===== config.mk =====
export PLATFORM = sky130hd
export DESIGN_NAME = chan_debounce_bank
export DESIGN_NICKNAME = d
export VERILOG_FILES = /design/src/rtl/dbnc_pkg.sv /design/src/rtl/dbnc_sync.sv /design/src/rtl/dbnc_cfg.sv /design/src/rtl/dbnc_chan.sv /design/src/rtl/chan_debounce_bank.sv
export SDC_FILE = /design/constraint.sdc
export NUM_CORES = 1
export LEC_CHECK = 0
export BUFFER_PORTS_ARGS = -buffer_cell sky130_fd_sc_hd__buf_2
export CAP_MARGIN = 20
export CELL_PAD_IN_SITES_DETAIL_PLACEMENT = 0
export CELL_PAD_IN_SITES_GLOBAL_PLACEMENT = 1
export CORE_UTILIZATION = 54
export DETAILED_ROUTE_END_ITERATION = 7
export GPL_ROUTABILITY_DRIVEN = 0
export GPL_TIMING_DRIVEN = 0
export PLACE_DENSITY = 0.94
export SLEW_MARGIN = 20
export SYNTH_ARGS = -nofsm -noshare
export SYNTH_HDL_FRONTEND = slang
export SYNTH_SLANG_ARGS = --single-unit

===== constraint.sdc =====
create_clock -name clk_i -period 4.75 [get_ports clk_i]
set_clock_uncertainty 0.05 [all_clocks]
set_input_delay 1.1875 -clock clk_i [delete_from_list [all_inputs] [get_ports clk_i]]
set_output_delay 1.1875 -clock clk_i [all_outputs]
set_load 0.02 [all_outputs]

===== src/rtl/dbnc_pkg.sv =====
package dbnc_pkg;
  typedef logic [1:0] dur_code_t;

  localparam dur_code_t DUR_4US  = 2'b00;
  localparam dur_code_t DUR_64US = 2'b01;
  localparam dur_code_t DUR_1MS  = 2'b10;
  localparam dur_code_t DUR_8MS  = 2'b11;

  function automatic int unsigned tc_cycles(input int unsigned clk_hz, input dur_code_t code);
    int unsigned n;
    case (code)
      DUR_4US:  n = clk_hz / 250000;
      DUR_64US: n = clk_hz / 15625;
      DUR_1MS:  n = clk_hz / 1000;
      default:  n = clk_hz / 125;
    endcase
    return (n == 0) ? 1 : n;
  endfunction
endpackage


===== src/rtl/dbnc_sync.sv =====
module dbnc_sync #(
  parameter int unsigned W = 8
) (
  input  logic         clk_i,
  input  logic         rst_ni,
  input  logic [W-1:0] d_i,
  output logic [W-1:0] q_o
);
  logic [W-1:0] meta_q, sync_q;

  always_ff @(posedge clk_i or negedge rst_ni) begin
    if (!rst_ni) begin
      meta_q <= '0;
      sync_q <= '0;
    end else begin
      meta_q <= d_i;
      sync_q <= meta_q;
    end
  end

  assign q_o = sync_q;
endmodule


===== src/rtl/dbnc_cfg.sv =====
module dbnc_cfg #(
  parameter int unsigned N_CH   = 16,
  parameter int unsigned ADDR_W = 1
) (
  input  logic                clk_i,
  input  logic                rst_ni,
  input  logic                we_i,
  input  logic [ADDR_W-1:0]   addr_i,
  input  logic [15:0]         wdata_i,
  output logic [2*N_CH-1:0]   codes_o
);
  for (genvar c = 0; c < N_CH; c++) begin : g_ch
    localparam int unsigned WORD = c / 8;
    localparam int unsigned LSB  = 2 * (c % 8);
    logic [1:0] code_q;
    logic       hit;

    assign hit = we_i && (addr_i == ADDR_W'(WORD));

    always_ff @(posedge clk_i or negedge rst_ni) begin
      if (!rst_ni)  code_q <= dbnc_pkg::DUR_4US;
      else if (hit) code_q <= wdata_i[LSB+:2];
    end

    assign codes_o[2*c+:2] = code_q;

    assert_write_R5: assert property (@(posedge clk_i) disable iff (!rst_ni)
      (we_i && addr_i == ADDR_W'(WORD)) |=> (codes_o[2*c+:2] == $past(wdata_i[LSB+:2])));
    assert_keep_R5: assert property (@(posedge clk_i) disable iff (!rst_ni)
      !(we_i && addr_i == ADDR_W'(WORD)) |=> $stable(codes_o[2*c+:2]));
  end
endmodule


===== src/rtl/dbnc_chan.sv =====
module dbnc_chan #(
  parameter int unsigned CLK_FREQ_HZ = 100_000_000
) (
  input  logic       clk_i,
  input  logic       rst_ni,
  input  logic       sync_i,
  input  logic [1:0] code_i,
  output logic       filt_o
);
  import dbnc_pkg::*;

  localparam int unsigned TC0   = tc_cycles(CLK_FREQ_HZ, DUR_4US);
  localparam int unsigned TC1   = tc_cycles(CLK_FREQ_HZ, DUR_64US);
  localparam int unsigned TC2   = tc_cycles(CLK_FREQ_HZ, DUR_1MS);
  localparam int unsigned TC3   = tc_cycles(CLK_FREQ_HZ, DUR_8MS);
  localparam int unsigned CNT_W = $clog2(TC3 + 1);

  logic [CNT_W-1:0] cnt_q, last_q;
  logic             filt_q;

  // last count value before acceptance
  always_comb begin
    unique case (code_i)
      DUR_4US:  last_q = CNT_W'(TC0 - 1);
      DUR_64US: last_q = CNT_W'(TC1 - 1);
      DUR_1MS:  last_q = CNT_W'(TC2 - 1);
      default:  last_q = CNT_W'(TC3 - 1);
    endcase
  end

  always_ff @(posedge clk_i or negedge rst_ni) begin
    if (!rst_ni) begin
      cnt_q  <= '0;
      filt_q <= 1'b0;
    end else if (sync_i == filt_q) begin
      cnt_q  <= '0;
    end else if (cnt_q >= last_q) begin
      cnt_q  <= '0;
      filt_q <= sync_i;
    end else begin
      cnt_q  <= cnt_q + CNT_W'(1);
    end
  end

  assign filt_o = filt_q;

  assert_accept_R1: assert property (@(posedge clk_i) disable iff (!rst_ni)
    (filt_q != $past(filt_q)) |-> ($past(sync_i) == filt_q));
  assert_restart_R2: assert property (@(posedge clk_i) disable iff (!rst_ni)
    (sync_i == filt_q) |=> (cnt_q == '0));
  assert_cnt_bound_R3: assert property (@(posedge clk_i) disable iff (!rst_ni)
    cnt_q < CNT_W'(TC3));
endmodule


===== src/rtl/chan_debounce_bank.sv =====
module chan_debounce_bank #(
  parameter  int unsigned N_CH        = 16,
  parameter  int unsigned CLK_FREQ_HZ = 100_000_000,
  localparam int unsigned N_WORDS     = (N_CH + 7) / 8,
  localparam int unsigned ADDR_W      = (N_WORDS > 1) ? $clog2(N_WORDS) : 1
) (
  input  logic              clk_i,
  input  logic              rst_ni,
  input  logic [N_CH-1:0]   raw_i,
  input  logic              cfg_we_i,
  input  logic [ADDR_W-1:0] cfg_addr_i,
  input  logic [15:0]       cfg_wdata_i,
  output logic [N_CH-1:0]   filt_o
);
  logic [N_CH-1:0]   sync_w;
  logic [2*N_CH-1:0] codes_w;

  dbnc_sync #(.W(N_CH)) u_sync (
    .clk_i (clk_i),
    .rst_ni(rst_ni),
    .d_i   (raw_i),
    .q_o   (sync_w)
  );

  dbnc_cfg #(.N_CH(N_CH), .ADDR_W(ADDR_W)) u_cfg (
    .clk_i  (clk_i),
    .rst_ni (rst_ni),
    .we_i   (cfg_we_i),
    .addr_i (cfg_addr_i),
    .wdata_i(cfg_wdata_i),
    .codes_o(codes_w)
  );

  for (genvar c = 0; c < N_CH; c++) begin : g_flt
    dbnc_chan #(.CLK_FREQ_HZ(CLK_FREQ_HZ)) u_chan (
      .clk_i (clk_i),
      .rst_ni(rst_ni),
      .sync_i(sync_w[c]),
      .code_i(codes_w[2*c+:2]),
      .filt_o(filt_o[c])
    );
  end

  // both edge directions follow the same path; output moves only toward the synchronized level
  assert_dir_R8: assert property (@(posedge clk_i) disable iff (!rst_ni)
    ((filt_o ^ $past(filt_o)) & (filt_o ^ $past(sync_w))) == '0);
endmodule


======== After elaboration in Yosys (flattened, before gate mapping) ========
Cells that the tools add are included.
storage, ports and cells
  register bits after elaboration ......... 400
operators by class
  muxes and demuxes ....................... 48
  bitwise logic cells ..................... 17
  order comparisons ....................... 16
  reduce and logical (&&, ||, !) cells .... 34
  eq/ne operators ......................... 48
  $add $sub $neg .......................... 16
operators with widths
  cell                                                  count
  case mux 20 bit (3 select lines)                      16
  2-to-1 mux 20 bit                                     32
  adder 20 x 1 -> 20 bit (second input constant)        16
  greater-or-equal comparator 20 bit                    16
  equality test 2 x 1 -> 1 bit (second input constant)  16
  equality test 2 bit (second input constant)           16
  logical NOT 2 bit                                     16
  AND reduction 2 bit                                   16
  NOT 1 bit                                             17
  equality test 1 bit                                   16
  logical AND 1 bit                                     2

======== Depth between registers and ports, before layout ========
Gate-level depths: netlist of the first run.
  depth in word-level cells ............... 5
  mapped depth ............................ 10

======== Modules after synthesis ========
Synthesis of the first run repeated with hierarchy kept, for this count alone.
second synthesis, totals
  cell total of the unflattened synthesis .. 2,275
  area, all modules ....................... 23,381.2 um2
by module, submodules not included
  module                            seq. area each (um2)  times used  area each (um2)  cells an instance
  dbnc_chan (g_flt[15].u_chan ...)  525.5                 8           1,342.5          137
  dbnc_chan (g_flt[0].u_chan ...)   525.5                 6           1,318.8          134
  dbnc_chan (g_flt[14].u_chan)      525.5                 1           1,381.3          143
  dbnc_chan (g_flt[9].u_chan)       525.5                 1           1,298.7          131
  dbnc_cfg                          800.8                 1           1,247.4          69
  dbnc_sync                         800.8                 1           800.8            32

======== Worst setup path after synthesis of the first run ========
No wires, ideal clock.
  kind .................................... input-to-reg
  from .................................... in cfg_we_i
  to ...................................... reg u_cfg.g_ch[4].code_q[0]
  slack ................................... 2.401 ns
  arrival time ............................ 2.174 ns
  stages .................................. 4
  buffers on the path ..................... 2
  cell sequence ........................... nor2b_1 clkbuf_1 clkbuf_1 mux2_2
on the way
  longest elaborated chain between the ends .. 1
ends and longest elaborated chain
  element               line                      text
  from (decl)           chan_debounce_bank.sv:10  input logic cfg_we_i,
  logical AND 1 bit     dbnc_cfg.sv:18            assign hit = we_i && (addr_i == ADDR_W'(WORD));
  to (signal assigned)  dbnc_cfg.sv:21            if (!rst_ni) code_q <= dbnc_pkg::DUR_4US;
  to (signal assigned)  dbnc_cfg.sv:22            else if (hit) code_q <= wdata_i[LSB+:2];
  to (decl)             dbnc_cfg.sv:15            logic [1:0] code_q;
Every way passes these cells.
A chain may end at the register's enable or synchronous reset.

======== Worst setup path in the final report of the first run ========
  from .................................... reg u_cfg.g_ch[6].code_q[0]
  to ...................................... reg g_flt[6].u_chan.cnt_q[6]
on the way
  longest elaborated chain between the ends .. 5
ends and longest elaborated chain
  element                                      line             text
  from (decl)                                  dbnc_cfg.sv:15
  from (signal assigned)                       dbnc_cfg.sv:21
  from (signal assigned)                       dbnc_cfg.sv:22
  equality test 2 bit (tied with other cells)  dbnc_chan.sv:23  unique case (code_i)
  case mux 20 bit (3 select lines) (*)         dbnc_chan.sv:23
  greater-or-equal comparator 20 bit (*)       dbnc_chan.sv:37  end else if (cnt_q >= last_q) begin
  2-to-1 mux 20 bit (*)                        dbnc_chan.sv:37
  2-to-1 mux 20 bit (*)                        dbnc_chan.sv:35  end else if (sync_i == filt_q) begin
  to (signal assigned)                         dbnc_chan.sv:41  cnt_q <= cnt_q + CNT_W'(1);
  to (decl)                                    dbnc_chan.sv:18  logic [CNT_W-1:0] cnt_q, last_q;
Every way passes the cells marked *; elsewhere a longest branch is shown, timed or not.

==> impl_metrics.json, run 1 <==
{
  "outcome": "finished with violations",
  "violations": "design-rule violations",
  "regArea_mm2": 0.0100,
  "io_pins": 52,
  "coreArea_mm2": 0.0410,
  "tightest_slew_ps": 1060,
  "dr.pass1.iters": 7,
  "final_util_pct": 60.9,
  "grt_pass1_vias": 16910,
  "ys.flop_type": "dfrtp_1",
  "io_buffers": 51,
  "grt_pass1_wl_um": 80300,
  "cts_tree": "built",
  "min-delay-start": "u_sync.meta_q[9]",
  "syn_avg_cell_area_um2": 9.55,
  "finalSetupViolCount": 0,
  "synth_adder_area_share_pct": 9.77,
  "holdPathStages": 0,
  "area_growth_pct": 10.9,
  "ys_seq_elements": 400,
  "fin_area_mm2": 0.0250,
  "cts_made_buffers": 44,
  "synthSimpleGateAreaFrac_pct": 23.0,
  "clk_pin_slew_ps": 60,
  "track_usage_pct": 22.9,
  "rsz0062_at_grt": "false",
  "synth_top_family_by_area": "simple AND/OR/NAND/NOR gates",
  "std_cell_rows": 74,
  "async_flop_share_pct": 100,
  "clockBufferDepth": 3,
  "layout_setup_ws_ps": 1940,
  "postSynthCellCount": 2360,
  "antennaDiodeCount": 0,
  "wirelength_um": 46600,
  "critPathKind": "flip-flop to flip-flop",
  "cap_violations": 0,
  "synthXorXnorAreaFrac_pct": 12.4,
  "critical_path_arrival_ps": 3190,
  "vias": 16903,
  "cts.sinks": 400,
  "drv_slew": 0,
  "syn_area_mm2": 0.0225,
  "initial_core_util_pct": 54.9,
  "r2r_cells": 8,
  "power.total_uw": 7690,
  "drt_first_iter_violations": 810,
  "multiInputGateArea_mm2": 0.0117,
  "route.detailed.drc": 7,
  "vdd_drop_max_v": 0.000342,
  "ys_seq_area_share_pct": 44.4,
  "n_fill_cell": 3454,
  "synth_edf_count": 0,
  "htreeDepth": 2,
  "timing.rr.end": "g_flt[6].u_chan.cnt_q[6]",
  "startpoint_type": "flip-flop",
  "hold_path_end": "u_sync.q_o[9]",
  "fin_crit_ps": 2810,
  "synthMuxAreaShare_pct": 1.99,
  "slew_headroom_pct": 28.0,
  "drive_gt1_share_pct": 8.99,
  "powerDensity_mw_per_mm2": 308,
  "fmax_mhz": 355,
  "die_w_um": 206,
  "synth.distinct_cells": 57,
  "cts_resized": 0,
  "dieArea_mm2": 0.0425,
  "regToRegStartpoint": "u_cfg.g_ch[6].code_q[0]",
  "fin_hold_ws_ps": 295,
  "clock_latency_ps": 560,
  "required_ps": 5120,
  "cts_setup_buffers": 0,
  "final-hold-violation-count": 0,
  "grt_overflow": 0,
  "leakagePower_uw": 0.0113,
  "synth_compound_area_share_pct": 4.81,
  "timing.final.crit_share_pct": 59.3,
  "dp_hpwl_um": 33200,
  "placed_cell_area_mm2": 0.0236,
  "wl_per_cell_um": 15.4,
  "root_buffer": "clkbuf_16",
  "hold_path_class": "flip-flop to flip-flop",
  "synth_warnings": 0,
  "syn_nets": 2572,
  "rrSetupSlack_ps": 1940,
  "nets": 2673,
  "ant_nets": 0,
  "antenna_found_initial": 0,
  "worst_setup_path_end_kind": "flip-flop",
  "die_y_um": 206,
  "preCtsSetupSlack_ps": 1500,
  "holdBufCountCts": 0,
  "grt_max_degree": 103,
  "routed_via_density": 5.59,
  "cp_max_fo": 10
}
[how the worst max path moves through the flow]
stage,endpoint,from,cells past startpoint
final,g_flt[6].u_chan.cnt_q[6],u_cfg.g_ch[6].code_q[0],8
after global routing,g_flt[9].u_chan.cnt_q[11],u_cfg.g_ch[9].code_q[0],9
after CTS,g_flt[6].u_chan.cnt_q[6],u_cfg.g_ch[6].code_q[0],8
after detailed placement,u_cfg.g_ch[9].code_q[1],cfg_addr_i,4
after global placement,g_flt[7].u_chan.cnt_q[0],rst_ni,1
after floorplan,u_cfg.g_ch[4].code_q[0],cfg_we_i,4
[cell type report]
| class | instances | share of cell area [%] |
|---|---|---|
| Buffer | 87 | 1.79 |
| Inverter | 97 | 1.46 |
| Multi-Input combinational cell | 1776 | 46.9 |
| Tap cell | 532 | 2.66 |
| Sequential cell | 400 | 40.1 |
| Clock buffer | 71 | 5.46 |
| Clock inverter | 6 | 0.220 |
| Timing Repair Buffer | 55 | 1.50 |
[critical path, cell delays in order, from the launching register on]
cell	delay, ps
dfrtp_1	320
clkbuf_1	330
nand2_1	190
ha_1	330
nand4b_1	130
or4_1	560
o211ai_1	240
clkbuf_1	420
nor2_1	110
[synth_stat cells, types with 7 or more instances]
master | number | area, µm²
o211ai_1 | 16 | 120
or4_1 | 10 | 75.1
nor2_1 | 408 | 1530
buf_2 | 20 | 100
clkbuf_1 | 45 | 169
and3_1 | 33 | 206
a211oi_1 | 24 | 180
xor2_1 | 174 | 1520
or3_1 | 11 | 68.8
nor3_1 | 95 | 475
a21oi_1 | 20 | 100
a211o_1 | 8 | 70.1
buf_4 | 17 | 128
and4_1 | 16 | 140
nor4_1 | 25 | 156
nand4_1 | 90 | 563
mux2_2 | 39 | 439
ha_1 | 176 | 2200
nand2b_1 | 15 | 93.8
inv_1 | 97 | 364
xnor2_1 | 144 | 1260
a221oi_1 | 11 | 96.3
nand4b_1 | 9 | 78.8
and4b_1 | 7 | 70.1
nand3_1 | 137 | 686
nand3b_1 | 10 | 75.1
and2_1 | 8 | 50.1
o21ai_0 | 43 | 215
nand2_1 | 187 | 702
dfrtp_1 | 400 | 10000
[layer usage]
metal,GRT usage [%],vias to the layer above,share of wire [%]
li1,-,8335,-
met1,30.6,8231,47
met2,38.6,256,47
met3,3.36,81,3.7
met4,6.99,0,2.4
met5,0,-,0
[report_power, final]
group          total, µW  switching [µW]  internal [µW]
logic                751             474            277
registers           3560            69.2           3490
clock network       3370            1370           2000
[cell usage in the layout, fill, tap and decap left out, types with 5 or more instances in the layout]
master,count
clkbuf_8,14
inv_1,97
a221oi_1,11
nand4b_1,9
nor4_1,25
o21ai_0,43
and4_1,16
or4_1,10
xnor2_1,144
clkinv_2,5
and3b_1,5
o211ai_1,16
o221a_2,5
and2_1,8
o221ai_1,5
buf_4,17
clkbuf_16,45
a211o_1,8
a211oi_1,24
xor2_1,174
ha_1,176
nand4_1,90
nand2_1,187
buf_2,70
mux2_2,39
nand3_1,137
and3_1,33
and4b_1,7
or3_1,11
o21ba_2,6
clkbuf_1,57
nor3_1,95
a21oi_1,20
dfrtp_1,400
nand3b_1,10
nand2b_1,15
nor2_1,408
[registers in the layout, summed over array words and instances (netlist names)]
name and count:
u_cfg.g_ch.code_q 32, g_flt.u_chan.cnt_q 320, u_sync.q_o 16, g_flt.u_chan.filt_o 16
u_sync.meta_q 16
[cell families after synthesis]
kind of cell               after synthesis
DFF                                    400
adders and majority gates              176
buffers and inverters                  184
xor gates and xnor gates               318
and+or+nand+nor                       1086
muxes                                   40
AOI/OAI and AO/OA                      156
[stage by stage]
stage | cells | TNS, ps
after global routing | 3024 | 0
after floorplan | 2360 | 0
after CTS | 3024 | 0
final | 3024 | 0
after global placement | 2943 | -2099370
after detailed placement | 2947 | 0
(Power assumes the default switching activity.)
==> inputs of run 2 (changes only) <==
--- a/config.mk
+++ b/config.mk
@@ -9,11 +9,11 @@
 export CAP_MARGIN = 20
 export CELL_PAD_IN_SITES_DETAIL_PLACEMENT = 0
 export CELL_PAD_IN_SITES_GLOBAL_PLACEMENT = 1
-export CORE_UTILIZATION = 54
+export CORE_UTILIZATION = 45
 export DETAILED_ROUTE_END_ITERATION = 7
 export GPL_ROUTABILITY_DRIVEN = 0
 export GPL_TIMING_DRIVEN = 0
-export PLACE_DENSITY = 0.94
+export PLACE_DENSITY = 0.85
 export SLEW_MARGIN = 20
 export SYNTH_ARGS = -nofsm -noshare
 export SYNTH_HDL_FRONTEND = slang
==> constraint.sdc (replaced) <==
create_clock -name clk_i -period 2.5 [get_ports clk_i]
set_clock_uncertainty 0.05 [all_clocks]
set_input_delay 0.625 -clock clk_i [delete_from_list [all_inputs] [get_ports clk_i]]
set_output_delay 0.625 -clock clk_i [all_outputs]
set_load 0.02 [all_outputs]
==> run 2 against run 1 <==
The run still ends with design-rule violations left. First-iteration DRC count rose by 7.8%. Clock power rose by 100%. Sequential power increased by 92%. Combinational power grew 92%. Critical path depth rose by 1. Die area is 20% higher.
==> impl_metrics.json, run 2 (synthesis results as in run 1) <==
{
  "outcome": "finished with violations",
  "violations": "design-rule violations",
  "layout_setup_ws_ps": 71.9,
  "preCtsSetupSlack_ps": -399,
  "drt_first_iter_violations": 873,
  "clock_latency_ps": 590,
  "n_fill_cell": 4490,
  "htreeDepth": 2,
  "grt_pass1_vias": 16701,
  "timing.final.crit_share_pct": 97.1,
  "top_regs": "g_flt.u_chan.cnt_q (320), u_cfg.g_ch.code_q (32)",
  "io_pins": 52,
  "regArea_mm2": 0.0100,
  "root_buffer": "clkbuf_16",
  "cts_made_buffers": 45,
  "wl_per_cell_um": 14.8,
  "dp_hpwl_um": 32900,
  "area_growth_pct": 13.6,
  "fmax_mhz": 412,
  "final-hold-violation-count": 0,
  "antenna_found_initial": 3,
  "leakagePower_uw": 0.0116,
  "top_register": "g_flt.u_chan.cnt_q",
  "nets": 2678,
  "track_usage_pct": 18.9,
  "dr.pass1.iters": 6,
  "crit_slowest_cell": "or4_4",
  "cap_violations": 0,
  "route.detailed.drc": 1,
  "vias": 16831,
  "rsz0062_at_grt": "true",
  "routed_via_density": 5.31,
  "fin_crit_ps": 2430,
  "drv_slew": 0,
  "cts_tree": "built",
  "finalSetupViolCount": 0,
  "grt_pass1_wl_um": 79900,
  "ant_nets": 0,
  "layout_common_cells": "nor2_1 (407), dfrtp_1 (394), nand2_1 (185), ha_1 (176), xor2_1 (174)",
  "io_buffers": 51,
  "final_util_pct": 52.1,
  "dieArea_mm2": 0.0510,
  "startpoint_type": "flip-flop",
  "grt_overflow": 0,
  "initial_core_util_pct": 45.8,
  "clockBufferDepth": 3,
  "cts.sinks": 400,
  "coreArea_mm2": 0.0492,
  "largest_register_ffs": 320,
  "critical_path_arrival_ps": 2840,
  "hold_path_class": "input port to flip-flop",
  "grt_max_degree": 96,
  "powerDensity_mw_per_mm2": 591,
  "clk_pin_slew_ps": 60,
  "slew_headroom_pct": 21.3,
  "path_common_cell": "buf_4",
  "drive_gt1_share_pct": 12.1,
  "tightest_slew_ps": 1160,
  "path_cells": "clkbuf_4 -> nand2b_4 -> ha_1 -> nand4b_1 -> or4_4 -> o211ai_1 -> buf_4 -> buf_4 -> nor2_1",
  "cp_max_fo": 10,
  "std_cell_rows": 81,
  "wirelength_um": 46900,
  "final_common_cell": "nor2_1",
  "slowest_delay_ps": 550,
  "die_w_um": 226,
  "required_ps": 2910,
  "die_y_um": 226,
  "critPathKind": "flip-flop to flip-flop",
  "vdd_drop_max_v": 0.000499,
  "multiInputGateArea_mm2": 0.0119,
  "worst_setup_path_end_kind": "flip-flop"
}
==> run 2: cell count changes in the layout (fill, tap and decap cells not counted), sizes merged <==
cell / before / now
inv: 97 / 99
bufinv: 1 / 5
diode: 0 / 2
clkinv: 5 / 13
dlygate4sd3: 0 / 1
clkinvlp: 0 / 1
clkbuf: 117 / 94
buf: 96 / 112
==> run 2: path summary, 6_finish.rpt <==
kind	slack (ps)	cells past startpoint	startpoint	endpoint
max reg2reg	70	9	u_cfg.g_ch[14].code_q[0]	g_flt[14].u_chan.cnt_q[16]
max in group asynchronous	590	4	rst_ni	g_flt[5].u_chan.cnt_q[15]
min reg2reg	300	0	u_sync.meta_q[6]	u_sync.q_o[6]
min in group asynchronous	500	2	rst_ni	g_flt[14].u_chan.cnt_q[16]
max	70	9	u_cfg.g_ch[14].code_q[0]	g_flt[14].u_chan.cnt_q[16]
min	90	1	raw_i[12]	u_sync.meta_q[12]
==> run 2: timing repair <==
item                       in CTS  in global routing
hold endpoints to repair       52                  0
gates cloned                    0                  5
buffers inserted                0                  7
setup endpoints to repair     227                331
gates resized for setup        26                 99
pin swaps                       1                 12
hold buffers                    1                  0
==> run 2: layout make-up <==
type | instances | area share (%)
flip-flops and latches | 400 | 39.1
repair buffers | 68 | 1.82
inverters | 97 | 1.42
well taps | 664 | 3.25
multi-input cells | 1776 | 46.4
diodes | 2 | 0.0196
plain buffers | 78 | 1.95
clock buffers | 61 | 5.04
clock inverters | 21 | 0.939
==> run 2: routing by layer <==
metal	routed length [µm]	global-route usage, %
met3	1550	2.90
met5	13	0
met1	21900	24.6
met2	22100	31.6
met4	1360	6.91
==> run 2: critical path: cells and delay by family, from the launching register on <==
family,cells,cell delay [ps]
DFF,1,350
adders and majority gates,1,280
AOI/OAI and AO/OA,1,200
and+or+nand+nor,4,930
buffers and inverters,3,500
==> run 2: through the flow <==
step                      hold WS (ps)  cells  instance area [µm²]  TNS (ps)  total power, µW
after floorplan                    279   2360                22500         0             7810
after global routing              70.3   3166                25600     -20.6            15800
after detailed placement           286   3079                23700    -36940             8300
after CTS                         54.9   3157                25300         0            15300
final                             90.6   3167                25600         0            15100
after global placement             282   3075                23600  -2857620             8210
==> run 2: report_power, final <==
part	switching, µW	internal [µW]	total, µW
combinational	866	575	1440
sequential	187	6640	6830
clock	2730	4130	6860
==> inputs of run 3 (changes only) <==
--- a/config.mk
+++ b/config.mk
@@ -14,6 +14,7 @@
 export GPL_ROUTABILITY_DRIVEN = 0
 export GPL_TIMING_DRIVEN = 0
 export PLACE_DENSITY = 0.85
+export SETUP_SLACK_MARGIN = 0.5
 export SLEW_MARGIN = 20
 export SYNTH_ARGS = -nofsm -noshare
 export SYNTH_HDL_FRONTEND = slang
==> run 3 against run 2 <==
The flow now finishes without violations. Non-clock buffer count increased by 123. Core utilization is 8.3 points higher. Sequential share of layout area fell by 5.4 points. Combinational power increased by 64%. Hold slack worse by 2.0 ps. Clock power grew 0.7%. Register-to-register slack gained 110 ps. Routed wire length is 14% higher. Setup slack improved by 110 ps.
==> impl_metrics.json, run 3 (synthesis results as in run 1) <==
{
  "outcome": "finished, final reports clean",
  "required_ps": 2960,
  "cts_tree": "built",
  "initial_core_util_pct": 45.8,
  "seqPwrFrac_pct": 42.4,
  "vdd_drop_max_v": 0.000433,
  "crit_slowest_cell": "or4_4",
  "cap_violations": 0,
  "wl_per_cell_um": 16.2,
  "pwr-share-comb_pct": 14.6,
  "clock_latency_ps": 590,
  "timing.final.crit_share_pct": 92.9,
  "htreeDepth": 2,
  "post-place-cells": 3080,
  "grt_pass1_wl_um": 87500,
  "coreArea_mm2": 0.0492,
  "area_growth_pct": 31.8,
  "top_register": "g_flt.u_chan.cnt_q",
  "drv_slew": 0,
  "nets": 2801,
  "ant_nets": 0,
  "preCtsSetupSlack_ps": -551,
  "startpoint_type": "flip-flop",
  "dieArea_mm2": 0.0510,
  "final_cells": 3282,
  "leakagePower_uw": 0.0124,
  "slew_headroom_pct": 34.7,
  "critical_path_arrival_ps": 2780,
  "finalSetupViolCount": 0,
  "largest_register_ffs": 320,
  "die_y_um": 226,
  "dr.pass1.iters": 5,
  "root_buffer": "clkbuf_16",
  "clockBufferDepth": 3,
  "top_regs": "g_flt.u_chan.cnt_q (320), u_cfg.g_ch.code_q (32)",
  "cts_made_buffers": 45,
  "p_int_uw": 12000,
  "antenna_found_initial": 3,
  "clk_pin_slew_ps": 60,
  "drive_gt1_share_pct": 31.1,
  "io_buffers": 51,
  "path_cells": "buf_6 -> clkinv_4 -> nand2_4 -> ha_4 -> or3_1 -> a31oi_1 -> o211ai_1 -> or4_4 -> buf_8 -> nor2_1",
  "grt_pass1_vias": 17908,
  "vias": 17749,
  "p_sw_share_pct": 25.5,
  "p_clk_share_pct": 42.9,
  "cts.sinks": 400,
  "fmax_mhz": 431,
  "hold_path_class": "input port to flip-flop",
  "layout_setup_ws_ps": 178,
  "slowest_delay_ps": 560,
  "final-hold-violation-count": 0,
  "cp_max_fo": 10,
  "p_sw_uw": 4100,
  "track_usage_pct": 20.7,
  "rsz0062_at_grt": "true",
  "grt_overflow": 0,
  "final_common_cell": "dfrtp_1",
  "fin_crit_ps": 2320,
  "dp_hpwl_um": 33100,
  "die_w_um": 226,
  "layout_common_cells": "dfrtp_1 (384), nor2_1 (180), nand2_1 (174), xor2_1 (174), xnor2_1 (144)",
  "route.detailed.drc": 0,
  "wirelength_um": 53300,
  "worst_setup_path_end_kind": "flip-flop",
  "std_cell_rows": 81,
  "tightest_slew_ps": 972,
  "drt_first_iter_violations": 836,
  "critPathKind": "flip-flop to flip-flop",
  "grt_max_degree": 94,
  "routed_via_density": 5.41,
  "powerDensity_mw_per_mm2": 542,
  "n_fill_cell": 3917,
  "io_pins": 52
}
## run 3: changes by cell type in the layout (fill, tap and decap cells not counted), moves of 18 or more
cell | previous run | this run
buf_4 | 34 | 111
buf_6 | 6 | 24
buf_8 | 1 | 39
ha_1 | 176 | 127
ha_4 | 0 | 44
nor2_1 | 407 | 180
nor2_2 | 2 | 130
nor2_4 | 0 | 99
nor3_1 | 91 | 63
## run 3: worst paths after layout
path,start,to,slack [ps],cells after the start
setup / recovery,u_cfg.g_ch[11].code_q[0],g_flt[11].u_chan.cnt_q[13],180,10
hold / removal,raw_i[13],u_sync.meta_q[13],90,1
setup reg to reg,u_cfg.g_ch[11].code_q[0],g_flt[11].u_chan.cnt_q[13],180,10
hold reg to reg,u_sync.meta_q[9],u_sync.q_o[9],300,0
max in group asynchronous,rst_ni,u_cfg.g_ch[15].code_q[1],870,4
min in group asynchronous,rst_ni,g_flt[11].u_chan.cnt_q[2],470,2
## run 3: layout make-up
class | instances | area [µm²] | share of cell area [%]
clock inverter | 9 | 174 | 0.586
timing repair buffer | 182 | 1620 | 5.46
antenna | 1 | 2.50 | 0.00843
inverter | 97 | 379 | 1.28
tap | 664 | 831 | 2.80
multi-input combinational | 1776 | 14300 | 48.1
buffer | 87 | 1000 | 3.38
sequential | 400 | 10000 | 33.8
clock buffer | 66 | 1360 | 4.57
## run 3: worst max-delay path, delay by kind of cell (launching register included)
kind	cells	cell delay, ps
AO/OA/AOI/OAI	2	290
adder cells (fa/ha/maj)	1	160
AND/OR/NAND/NOR	4	1000
flip-flops	1	370
buffers and inverters	3	370
## run 3: per-stage QoR
stage / total power (µW) / utilization [%] / setup TNS, ps / hold WS (ps) / instance area (µm²)
final: 16100 / 60.4 / 0 / 88.6 / 29700
after floorplan: 7970 / - / 0 / 279 / 23000
after CTS: 15900 / 56.7 / 0 / 48.6 / 27900
after global routing: 16800 / 60.4 / 0 / 64.1 / 29700
after detailed placement: 8490 / 49.3 / -6670 / 286 / 24300
after global placement: 8380 / 49.0 / -2844000 / 283 / 24100
## run 3: power groups by stage
stage	clock (µW)	combinational [µW]	sequential, µW
6_report	6910	2360	6830
5_1_grt	7350	2610	6850
4_1_cts	7100	1990	6810
3_5_place_dp	0	1580	6910
3_3_place_gp	0	1480	6910
2_1_floorplan	0	1100	6870
## run 3: per-layer routing
layer / track usage, % / part of all wire, % / vias up
met5: 0 / 0.032 / -
met4: 7.44 / 2.8 / 4
met3: 3.02 / 3.3 / 115
met2: 35.1 / 50 / 259
met1: 26.9 / 44 / 8777
li1: - / - / 8594
## run 3: timing repair
| item | in CTS | in global routing |
|---|---|---|
| hold buffers | 1 | 0 |
| resized for setup | 324 | 358 |
| setup endpoints to repair | 361 | 338 |
| pin swaps | 146 | 83 |
| setup buffers | 57 | 38 |
| hold endpoints to repair | 28 | 0 |
| gates cloned | 20 | 10 |
